$ cat config.mk
export PLATFORM = sky130hd
export DESIGN_NAME = tag_pwr_ctrl
export DESIGN_NICKNAME = d
export VERILOG_FILES = /design/src/rtl/tag_pwr_pkg.sv /design/src/rtl/tag_pwr_ctrl_timer.sv /design/src/rtl/tag_pwr_seq.sv /design/src/rtl/tag_pwr_gate.sv /design/src/rtl/tag_pwr_ctrl.sv
export SDC_FILE = /design/constraint.sdc
export NUM_CORES = 1
export LEC_CHECK = 0
export BUFFER_PORTS_ARGS = -buffer_cell sky130_fd_sc_hd__buf_2
export CAP_MARGIN = 20
export CORE_AREA = 2 2 39 41
export DETAILED_ROUTE_END_ITERATION = 12
export DIE_AREA = 0 0 41 43
export PLACE_DENSITY = 0.59
export SLEW_MARGIN = 15
export SYNTH_ARGS = -nofsm -noshare
export SYNTH_HDL_FRONTEND = slang
export SYNTH_SLANG_ARGS = --single-unit
$ cat constraint.sdc
create_clock -name clk -period 1.65 [get_ports clk]
set_clock_uncertainty 0.05 [all_clocks]
set_input_delay 0 -clock clk [delete_from_list [all_inputs] [get_ports clk]]
set_output_delay 0 -clock clk [all_outputs]
set_load 0.01 [all_outputs]
$ cat src/rtl/tag_pwr_pkg.sv
package tag_pwr_pkg;

    localparam int STATE_W = 3;

    typedef enum logic [STATE_W-1:0] {
        ST_BOOT = 3'd0,
        ST_IDLE = 3'd1,
        ST_RECV = 3'd2,
        ST_CTRL = 3'd3,
        ST_XMIT = 3'd4
    } pwr_state_e;

    typedef struct packed {
        logic copier;
        logic xmit;
        logic ctrl;
        logic decoder;
        logic detector;
    } unit_en_t;

    localparam int NUM_UNITS = $bits(unit_en_t);

    // Which units run in a given working phase.
    function automatic unit_en_t units_for(pwr_state_e s, logic supply_ok);
        unit_en_t u;
        u = '0;
        case (s)
            ST_BOOT: u.copier   = supply_ok;
            ST_IDLE: u.detector = 1'b1;
            ST_RECV: begin
                u.detector = 1'b1;
                u.decoder  = 1'b1;
            end
            ST_CTRL: u.ctrl     = 1'b1;
            ST_XMIT: u.xmit     = 1'b1;
            default: u = '0;
        endcase
        return u;
    endfunction

endpackage

$ cat src/rtl/tag_pwr_ctrl_timer.sv
module tag_pwr_ctrl_timer #(
    parameter int CTRL_CYCLES = 4
) (
    input  logic clk,
    input  logic rst,
    input  logic active,
    output logic expire
);
    localparam int CNT_W = $clog2(CTRL_CYCLES + 1);
    localparam logic [CNT_W-1:0] LAST = CNT_W'(CTRL_CYCLES - 1);

    logic [CNT_W-1:0] cnt_q;

    always_ff @(posedge clk) begin
        if (rst || !active)
            cnt_q <= '0;
        else if (cnt_q != LAST)
            cnt_q <= cnt_q + 1'b1;
    end

    assign expire = active && (cnt_q == LAST);


    cnt_bound_chk: assert property (@(posedge clk) disable iff (rst)
        cnt_q <= LAST);

endmodule

$ cat src/rtl/tag_pwr_seq.sv
module tag_pwr_seq
    import tag_pwr_pkg::*;
(
    input  pwr_state_e cur,
    input  logic       pwr_good,
    input  logic       copy_done,
    input  logic       msg_start,
    input  logic       msg_end,
    input  logic       resp_done,
    input  logic       ctrl_expire,
    output pwr_state_e nxt
);
    always_comb begin
        nxt = cur;
        unique case (cur)
            ST_BOOT: if (copy_done && pwr_good) nxt = ST_IDLE;
            ST_IDLE: if (msg_start)             nxt = ST_RECV;
            ST_RECV: if (msg_end)               nxt = ST_CTRL;
            ST_CTRL: if (ctrl_expire)           nxt = ST_XMIT;
            ST_XMIT: if (resp_done)             nxt = ST_IDLE;
            default:                            nxt = ST_BOOT;
        endcase
    end
endmodule

$ cat src/rtl/tag_pwr_gate.sv
module tag_pwr_gate
    import tag_pwr_pkg::*;
(
    input  logic       clk,
    input  logic       rst,
    input  pwr_state_e nxt,
    input  logic       pwr_good,
    output pwr_state_e state_q,
    output unit_en_t   en_q
);
    // State and enables share one edge, so both follow the same next state.
    always_ff @(posedge clk) begin
        if (rst) begin
            state_q <= ST_BOOT;
            en_q    <= '0;
        end else begin
            state_q <= nxt;
            en_q    <= units_for(nxt, pwr_good);
        end
    end


    idle_units_chk: assert property (@(posedge clk) disable iff (rst)
        (state_q == ST_IDLE) |-> (en_q.detector && !en_q.decoder && !en_q.ctrl
                                  && !en_q.xmit && !en_q.copier));

    boot_units_chk: assert property (@(posedge clk) disable iff (rst)
        (state_q == ST_BOOT) |-> (!en_q.detector && !en_q.decoder && !en_q.ctrl
                                  && !en_q.xmit));

    one_phase_chk: assert property (@(posedge clk) disable iff (rst)
        $onehot0({en_q.copier, en_q.xmit, en_q.ctrl, en_q.detector}));
endmodule

$ cat src/rtl/tag_pwr_ctrl.sv
module tag_pwr_ctrl
    import tag_pwr_pkg::*;
#(
    parameter int CTRL_CYCLES = 4
) (
    input  logic               clk,
    input  logic               rst,
    input  logic               pwr_good,
    input  logic               copy_done,
    input  logic               msg_start,
    input  logic               msg_end,
    input  logic               resp_done,
    output logic [STATE_W-1:0] state,
    output logic               en_detect,
    output logic               en_decode,
    output logic               en_control,
    output logic               en_xmit,
    output logic               en_copy
);
    pwr_state_e cur_q;
    pwr_state_e nxt;
    unit_en_t   en_q;
    logic       ctrl_expire;

    tag_pwr_ctrl_timer #(.CTRL_CYCLES(CTRL_CYCLES)) u_timer (
        .clk    (clk),
        .rst    (rst),
        .active (cur_q == ST_CTRL),
        .expire (ctrl_expire)
    );

    tag_pwr_seq u_seq (
        .cur         (cur_q),
        .pwr_good    (pwr_good),
        .copy_done   (copy_done),
        .msg_start   (msg_start),
        .msg_end     (msg_end),
        .resp_done   (resp_done),
        .ctrl_expire (ctrl_expire),
        .nxt         (nxt)
    );

    tag_pwr_gate u_gate (
        .clk      (clk),
        .rst      (rst),
        .nxt      (nxt),
        .pwr_good (pwr_good),
        .state_q  (cur_q),
        .en_q     (en_q)
    );

    assign state      = cur_q;
    assign en_detect  = en_q.detector;
    assign en_decode  = en_q.decoder;
    assign en_control = en_q.ctrl;
    assign en_xmit    = en_q.xmit;
    assign en_copy    = en_q.copier;


    legal_code_chk: assert property (@(posedge clk) disable iff (rst)
        state <= 3'd4);

    start_rx_chk: assert property (@(posedge clk) disable iff (rst)
        (cur_q == ST_IDLE && msg_start) |=> (cur_q == ST_RECV));

    end_rx_chk: assert property (@(posedge clk) disable iff (rst)
        (cur_q == ST_RECV && msg_end) |=> (cur_q == ST_CTRL && !en_detect && !en_decode && en_control));

    tx_done_chk: assert property (@(posedge clk) disable iff (rst)
        (cur_q == ST_XMIT && resp_done) |=> (cur_q == ST_IDLE));

    stray_start_chk: assert property (@(posedge clk) disable iff (rst)
        (cur_q != ST_IDLE && cur_q != ST_RECV) |=> (cur_q != ST_RECV));

    boot_hold_chk: assert property (@(posedge clk) disable iff (rst)
        (cur_q == ST_BOOT && !(copy_done && pwr_good)) |=> (cur_q == ST_BOOT));
endmodule

==> results_dict.tcl, run 1 <==
set metrics [dict create \
    yosysWarningCount 0 \
    initial_core_util 0.342 \
    cts.sinks 11 \
    post-place-ws_ns -0.0253 \
    worst_slew_pin_slew_ns 0.330 \
    synth_cell_types 25 \
    dp.final_hpwl_um 688 \
    synthCells 51 \
    cap_viol_max_count 0 \
    ys_seq_elements 11 \
    timing.hold.ws_ns 0.0978 \
    ys_top_cells_by_area "dfxtp_1 47%, nor2_1 7.9%, mux2i_1 6.3%" \
    finalHoldViolations 0 \
    instances_no_fill 84 \
    r2r-start "u_timer.cnt_q[0]$_SDFFE_PP0P_" \
    grt_pass1_wl_um 1510 \
    grt_usage 0.133 \
    clockRootBuffer "clkbuf_4" \
    first_pass_iters 2 \
    synth_top_area_frac 0.466 \
    finalCritPeriodShare 0.930 \
    wl_um 934 \
    die_h_um 43 \
    avgRoutedWirePerCell_um 11.1 \
    drc 0 \
    power_frac_clock 0.350 \
    grt_overflow 0 \
    coreArea_um2 1380 \
    p_int_w 0.000400 \
    period_needed_ns 1.53 \
    antenna_found_initial 0 \
    drive_gt1_frac 0.294 \
    setup_slack_ns 0.115 \
    grt_max_degree 11 \
    cp.arrival_ns 1.63 \
    yosysTopAreaCell "dfxtp_1" \
    drt-initial-drc-count 1 \
    grt_setup_unrepaired "no" \
    rows 14 \
    drv_slew 0 \
    critPathLaunch "u_timer.cnt_q[0]$_SDFFE_PP0P_" \
    p_per_area_nw_per_um2 873 \
    yosysSeqAreaShare 0.466 \
    ant_nets 0 \
    insertedDiodeCount 0 \
    synth_area_um2 473 \
    dieWidth_um 41 \
    avgSynthCellArea_um2 9.27 \
    syn2layout_area_growth_pct 27.8 \
    sw_frac_of_total 0.243 \
    numPlacedInstances 79 \
    p_comb_frac 0.112 \
    end_kind "register" \
    gp_congestion 0.781 \
    hp-start "pwr_good" \
    setup_viol 0 \
    vias_per_cell 4.76 \
    synth.net_count 60 \
    io_pins 15 \
    ctsHtreeMaxLevel 1 \
    critPathKind "register to register" \
    pwr-share-seq 0.538 \
    crit_fanout 7 \
    vdd_drop_max_uv 477 \
    outcome "finished clean" \
    cts_max_path_buffers 2 \
    p_switching_w 0.000128 \
    clk_latency_ns 0.27 \
    leakagePower_nw 0.278 \
    crit_required_ns 1.75 \
    clk_transition_reported_paths_ns 0.07 \
    hold_path_class "input port to register" \
    dieArea_um2 1760 \
    max_freq_mhz 652 \
    grt_pass1_vias 359 \
    fin_setup_tns_ns 0 \
    critPathLaunchType "register" \
    relSlewSlack 0.778 \
    nNetsFinal 78 \
    num_vias 400 \
    cts_made_buffers 3 \
    portBuffers 14 \
    cts_tree "done" \
]
-- critical path, stage by stage, from the launching register on --
cell and delay, ns:
dfxtp_1 0.35, ha_1 0.20, ha_4 0.18, mux2i_1 0.11
a311o_1 0.40, mux2i_1 0.12
-- state kept, by name, summed over array words and instances (netlist names) --
register        count
u_gate.en_q         5
u_gate.state_q      3
u_timer.cnt_q       3
-- path summary, 6_finish.rpt --
kind | depth (start not counted) | end | slack [ns]
min | 3 | u_gate.en_q[4]$_SDFF_PP0_ | 0.1
min reg2reg | 2 | u_timer.cnt_q[2]$_SDFFE_PP0P_ | 0.45
max reg2reg | 5 | u_gate.en_q[0]$_SDFF_PP0_ | 0.12
max | 5 | u_gate.en_q[0]$_SDFF_PP0_ | 0.12
-- power by group through the flow --
stage          sequential, W  clock [W]  combinational [W]
2_1_floorplan       0.000289          0          0.0000323
3_3_place_gp        0.000290          0          0.0000551
3_5_place_dp        0.000290          0          0.0000554
4_1_cts             0.000284   0.000193          0.0000576
5_1_grt             0.000286   0.000210          0.0000661
6_report            0.000284   0.000185          0.0000589
-- cell type report --
type	instances	area [um2]
Sequential cell	11	220
Timing Repair Buffer	16	87.6
Tap cell	16	20.0
Clock buffer	4	26.3
Fill cell	146	779
Multi-Input combinational cell	34	239
Inverter	3	11.3
-- layout by cell type (no fill, tap or decap), drive strengths merged --
cell type / count
dlygate4sd3: 1
nand2b: 1
a21oi: 1
xor2: 1
buf: 15
a21boi: 1
nand3: 1
a311oi: 1
nand3b: 1
o21ai: 2
nor4: 1
nor3: 1
and4: 1
inv: 3
nand2: 2
nor2: 10
mux2i: 3
a311o: 1
clkbuf: 4
dfxtp: 11
nor2b: 1
a211oi: 1
and3b: 1
a41oi: 1
ha: 2
-- cells by family (layout without fill, tap and decap cells) --
logic type / after synthesis / in the layout / synth area share
AND/OR/NAND/NOR: 20 / 20 / 0.209
flip-flops: 11 / 11 / 0.466
AO/OA/AOI/OAI: 8 / 8 / 0.122
buffers and inverters: 6 / 23 / 0.0688
multiplexers: 3 / 3 / 0.0635
adder cells (fa/ha/maj): 2 / 2 / 0.0529
XOR/XNOR: 1 / 1 / 0.0185
-- stage by stage --
| step | utilization | instance area (um2) | power, W |
|---|---|---|---|
| after global routing | 0.437 | 604 | 0.000562 |
| after global placement | 0.397 | 549 | 0.000345 |
| final | 0.437 | 604 | 0.000528 |
| after floorplan | - | 473 | 0.000322 |
| after detailed placement | 0.397 | 549 | 0.000345 |
| after CTS | 0.425 | 588 | 0.000535 |
-- repair_timing --
action / in CTS / in global routing
endpoints found under the hold margin: 3 / 0
gates resized for setup: 1 / 2
setup buffers: 0 / 0
setup endpoints to repair: 4 / 4
hold buffers: 1 / 0
pin swaps: 0 / 0
-- cell usage after synthesis --
master / count
and4_1: 1
nand2_1: 2
o21ai_1: 1
nor2_1: 10
dfxtp_1: 11
a311oi_1: 1
a311o_1: 1
a21boi_0: 1
nand3b_1: 1
buf_2: 2
nor4_1: 1
nand2b_1: 1
and3b_1: 1
a211oi_1: 1
nor2b_1: 1
xor2_1: 1
ha_1: 2
buf_6: 1
nand3_1: 1
o21ai_0: 1
a41oi_1: 1
nor3_1: 1
mux2i_1: 3
a21oi_1: 1
inv_1: 3
-- layer usage --
layer  global-route usage  routed length [um]  vias up  part of all wire
met3               0.0366                  50        4             0.054
met2                0.163                 417       10              0.45
met1                0.178                 441      176              0.47
met5                    0                   0        -                 0
met4                0.120                  24        0             0.026
li1                     -                   -      210                 -
Note: power is estimated with default switching activity, not from simulation.
==> run 2: changes to the inputs <==
--- a/config.mk
+++ b/config.mk
@@ -10,8 +10,9 @@
 export CORE_AREA = 2 2 39 41
 export DETAILED_ROUTE_END_ITERATION = 12
 export DIE_AREA = 0 0 41 43
-export PLACE_DENSITY = 0.59
+export PLACE_DENSITY = 0.6
 export SLEW_MARGIN = 15
 export SYNTH_ARGS = -nofsm -noshare
 export SYNTH_HDL_FRONTEND = slang
+export SYNTH_HIERARCHICAL = 1
 export SYNTH_SLANG_ARGS = --single-unit
==> results_dict.tcl, run 2 <==
set metrics [dict create \
    drc 0 \
    dp.final_hpwl_um 710 \
    yosys_most_used_dff "dfxtp_1" \
    insertedDiodeCount 0 \
    top_register "u_gate/en_q" \
    critPathSlowestCell "dfxtp_2" \
    crit_top_cell "ha_4" \
    synth_compound_gate_area_share 0.106 \
    vias_per_cell 4.59 \
    vdd_drop_max_uv 518 \
    coreArea_um2 1380 \
    setup_slack_ns 0.0967 \
    p_switching_w 0.000152 \
    leakagePower_nw 0.330 \
    grt_pass1_wl_um 1720 \
    relSlewSlack 0.841 \
    clockRootBuffer "clkbuf_4" \
    finalCritPeriodShare 0.941 \
    rows 14 \
    crit_fanout 5 \
    drt-initial-drc-count 3 \
    clk_transition_reported_paths_ns 0.07 \
    p_total_w 0.000580 \
    syn2layout_area_growth_pct 51.4 \
    ys_top_cells_by_area "dfxtp_1 45%, ha_1 5.2%, nand2b_1 3.9%" \
    synthMuxAreaShare 0.0207 \
    setup_viol 0 \
    num_vias 427 \
    synth.net_count 60 \
    antenna_found_initial 0 \
    hold-path-cell-count 5 \
    worst_slew_pin_slew_ns 0.235 \
    synth_async_sr_flop_share 0 \
    hold_path_class "input port to register" \
    drv_slew 0 \
    p_comb_frac 0.197 \
    cts.sinks 11 \
    synth-adder-area-share 0.0517 \
    sw_frac_of_total 0.263 \
    post-place-ws_ns -0.0804 \
    yosysWarningCount 6 \
    avgSynthCellArea_um2 9.49 \
    top_regs "u_gate/en_q: 5 flops, u_gate/state_q: 3 flops, u_timer/cnt_q: 3 flops" \
    io_pins 15 \
    ys_seq_elements 11 \
    grt_pass1_vias 420 \
    yosysMostFrequentCell "dfxtp_1" \
    synth_top_family_by_area "simple AND/OR/NAND/NOR gates" \
    die_h_um 43 \
    grt_max_degree 9 \
    largest_register_ffs 5 \
    cts_max_path_buffers 2 \
    timing.hold.ws_ns 0.167 \
    fin_setup_tns_ns 0 \
    first_pass_iters 3 \
    ctsHtreeMaxLevel 1 \
    wl_um 995 \
    synth_top_area_frac 0.455 \
    layout_common_cells "14 x buf_2, 9 x dfxtp_1, 6 x buf_4, 5 x nor2_1" \
    synth_cell_types 25 \
    cts_tree "done" \
    portBuffers 14 \
    synth_edf_count 0 \
    avgRoutedWirePerCell_um 10.7 \
    clk_latency_ns 0.27 \
    dieWidth_um 41 \
    critPathKind "register to register" \
    finalHoldViolations 0 \
    crit_required_ns 1.77 \
    pwr-share-seq 0.487 \
    yosysSeqAreaShare 0.455 \
    cts_made_buffers 3 \
    nNetsFinal 87 \
    ant_nets 0 \
    outcome "finished clean" \
    grt_usage 0.155 \
    final_common_cell "buf_2" \
    grt_overflow 0 \
    n_fill_cell 126 \
    p_per_area_nw_per_um2 790 \
    synthCells 51 \
    reg2reg_depth 8 \
    cp.arrival_ns 1.68 \
    dieArea_um2 1760 \
    critPathLaunchType "register" \
    numPlacedInstances 86 \
    power_frac_clock 0.317 \
    synthSimpleGateAreaFrac 0.315 \
    synthXorXnorAreaFrac 0.0362 \
    p_int_w 0.000427 \
    end_kind "register" \
    synth_area_um2 484 \
    slowest_delay_ns 0.34 \
    cap_viol_max_count 0 \
    max_freq_mhz 644 \
    period_needed_ns 1.55 \
    drive_gt1_frac 0.519 \
    initial_core_util 0.350 \
    netlist_top_cells_count "11 x dfxtp_1, 5 x nor2_1, 3 x a21oi_1, 3 x nand2_1, 3 x nand2b_1" \
    yosysTopAreaCell "dfxtp_1" \
    path_cells "ha_4 -> ha_4 -> and2_4 -> nand2b_4 -> a21oi_2 -> a31o_4 -> nor2_1 -> and3_1" \
    instances_no_fill 93 \
    gp_congestion 0.746 \
]
==> run 2: changes by cell type after synthesis, moves of 2 or more <==
cell and delta:
nand2b_1 +2, buf_2 -2, and3_1 +2, a21oi_1 +2
and2b_2 +2, nor2_1 -5, mux2i_1 -2
==> run 2: worst max-delay path: cells and delay by family, from the launching register on <==
kind | cells | cell delay, ns
compound gates | 2 | 0.30
fa+ha+maj | 2 | 0.31
flops | 1 | 0.34
simple gates | 4 | 0.45
==> run 2: cells by family after synthesis <==
| group | after synthesis |
|---|---|
| simple gates | 25 |
| flops | 11 |
| compound gates | 8 |
| xor+xnor | 2 |
| buf+inv | 2 |
| fa+ha+maj | 2 |
| mux | 1 |
==> run 2: final cells by class <==
cell class	instances	area (um2)	area share
repair buffers	22	135	0.184
well taps	16	20.0	0.0273
clock inverters	1	5.00	0.00683
clock buffers	3	22.5	0.0307
multi-input cells	38	320	0.437
flip-flops and latches	11	223	0.304
inverters	2	7.51	0.0102
==> run 2: through the flow <==
step                 util  area, um2
floorplan               -        499
global placement    0.453        627
detailed placement  0.453        627
CTS                 0.511        707
global route        0.530        733
finish              0.530        733
==> run 2: metal layers <==
layer / vias up / part of all wire / global-route usage
li1: 228 / - / -
met1: 188 / 0.41 / 0.166
met2: 9 / 0.52 / 0.238
met3: 2 / 0.047 / 0.0785
met4: 0 / 0.014 / 0.0800
met5: - / 0 / 0
==> run 2: final timing paths <==
check	start	to	slack (ns)
max	u_timer/cnt_q[1]$_SDFFE_PP0P_	u_gate/en_q[4]$_SDFF_PP0_	0.1
min	resp_done	u_gate/en_q[0]$_SDFF_PP0_	0.17
max reg2reg	u_timer/cnt_q[1]$_SDFFE_PP0P_	u_gate/en_q[4]$_SDFF_PP0_	0.1
min reg2reg	u_timer/cnt_q[1]$_SDFFE_PP0P_	u_timer/cnt_q[1]$_SDFFE_PP0P_	0.49
==> run 2: timing repair <==
action	4_1_cts	5_1_grt
pin swaps	6	0
setup endpoints to repair	4	5
hold buffers	2	0
buffers inserted	1	0
gates resized for setup	6	5
endpoints found under the hold margin	4	0
==> run 2: power groups by stage <==
stage	clock (W)	sequential (W)	combinational, W
after floorplan	0	0.000299	0.0000410
after global placement	0	0.000288	0.0000908
after detailed placement	0	0.000288	0.0000906
after CTS	0.000194	0.000282	0.0000993
after global routing	0.000205	0.000283	0.000126
final	0.000184	0.000282	0.000114
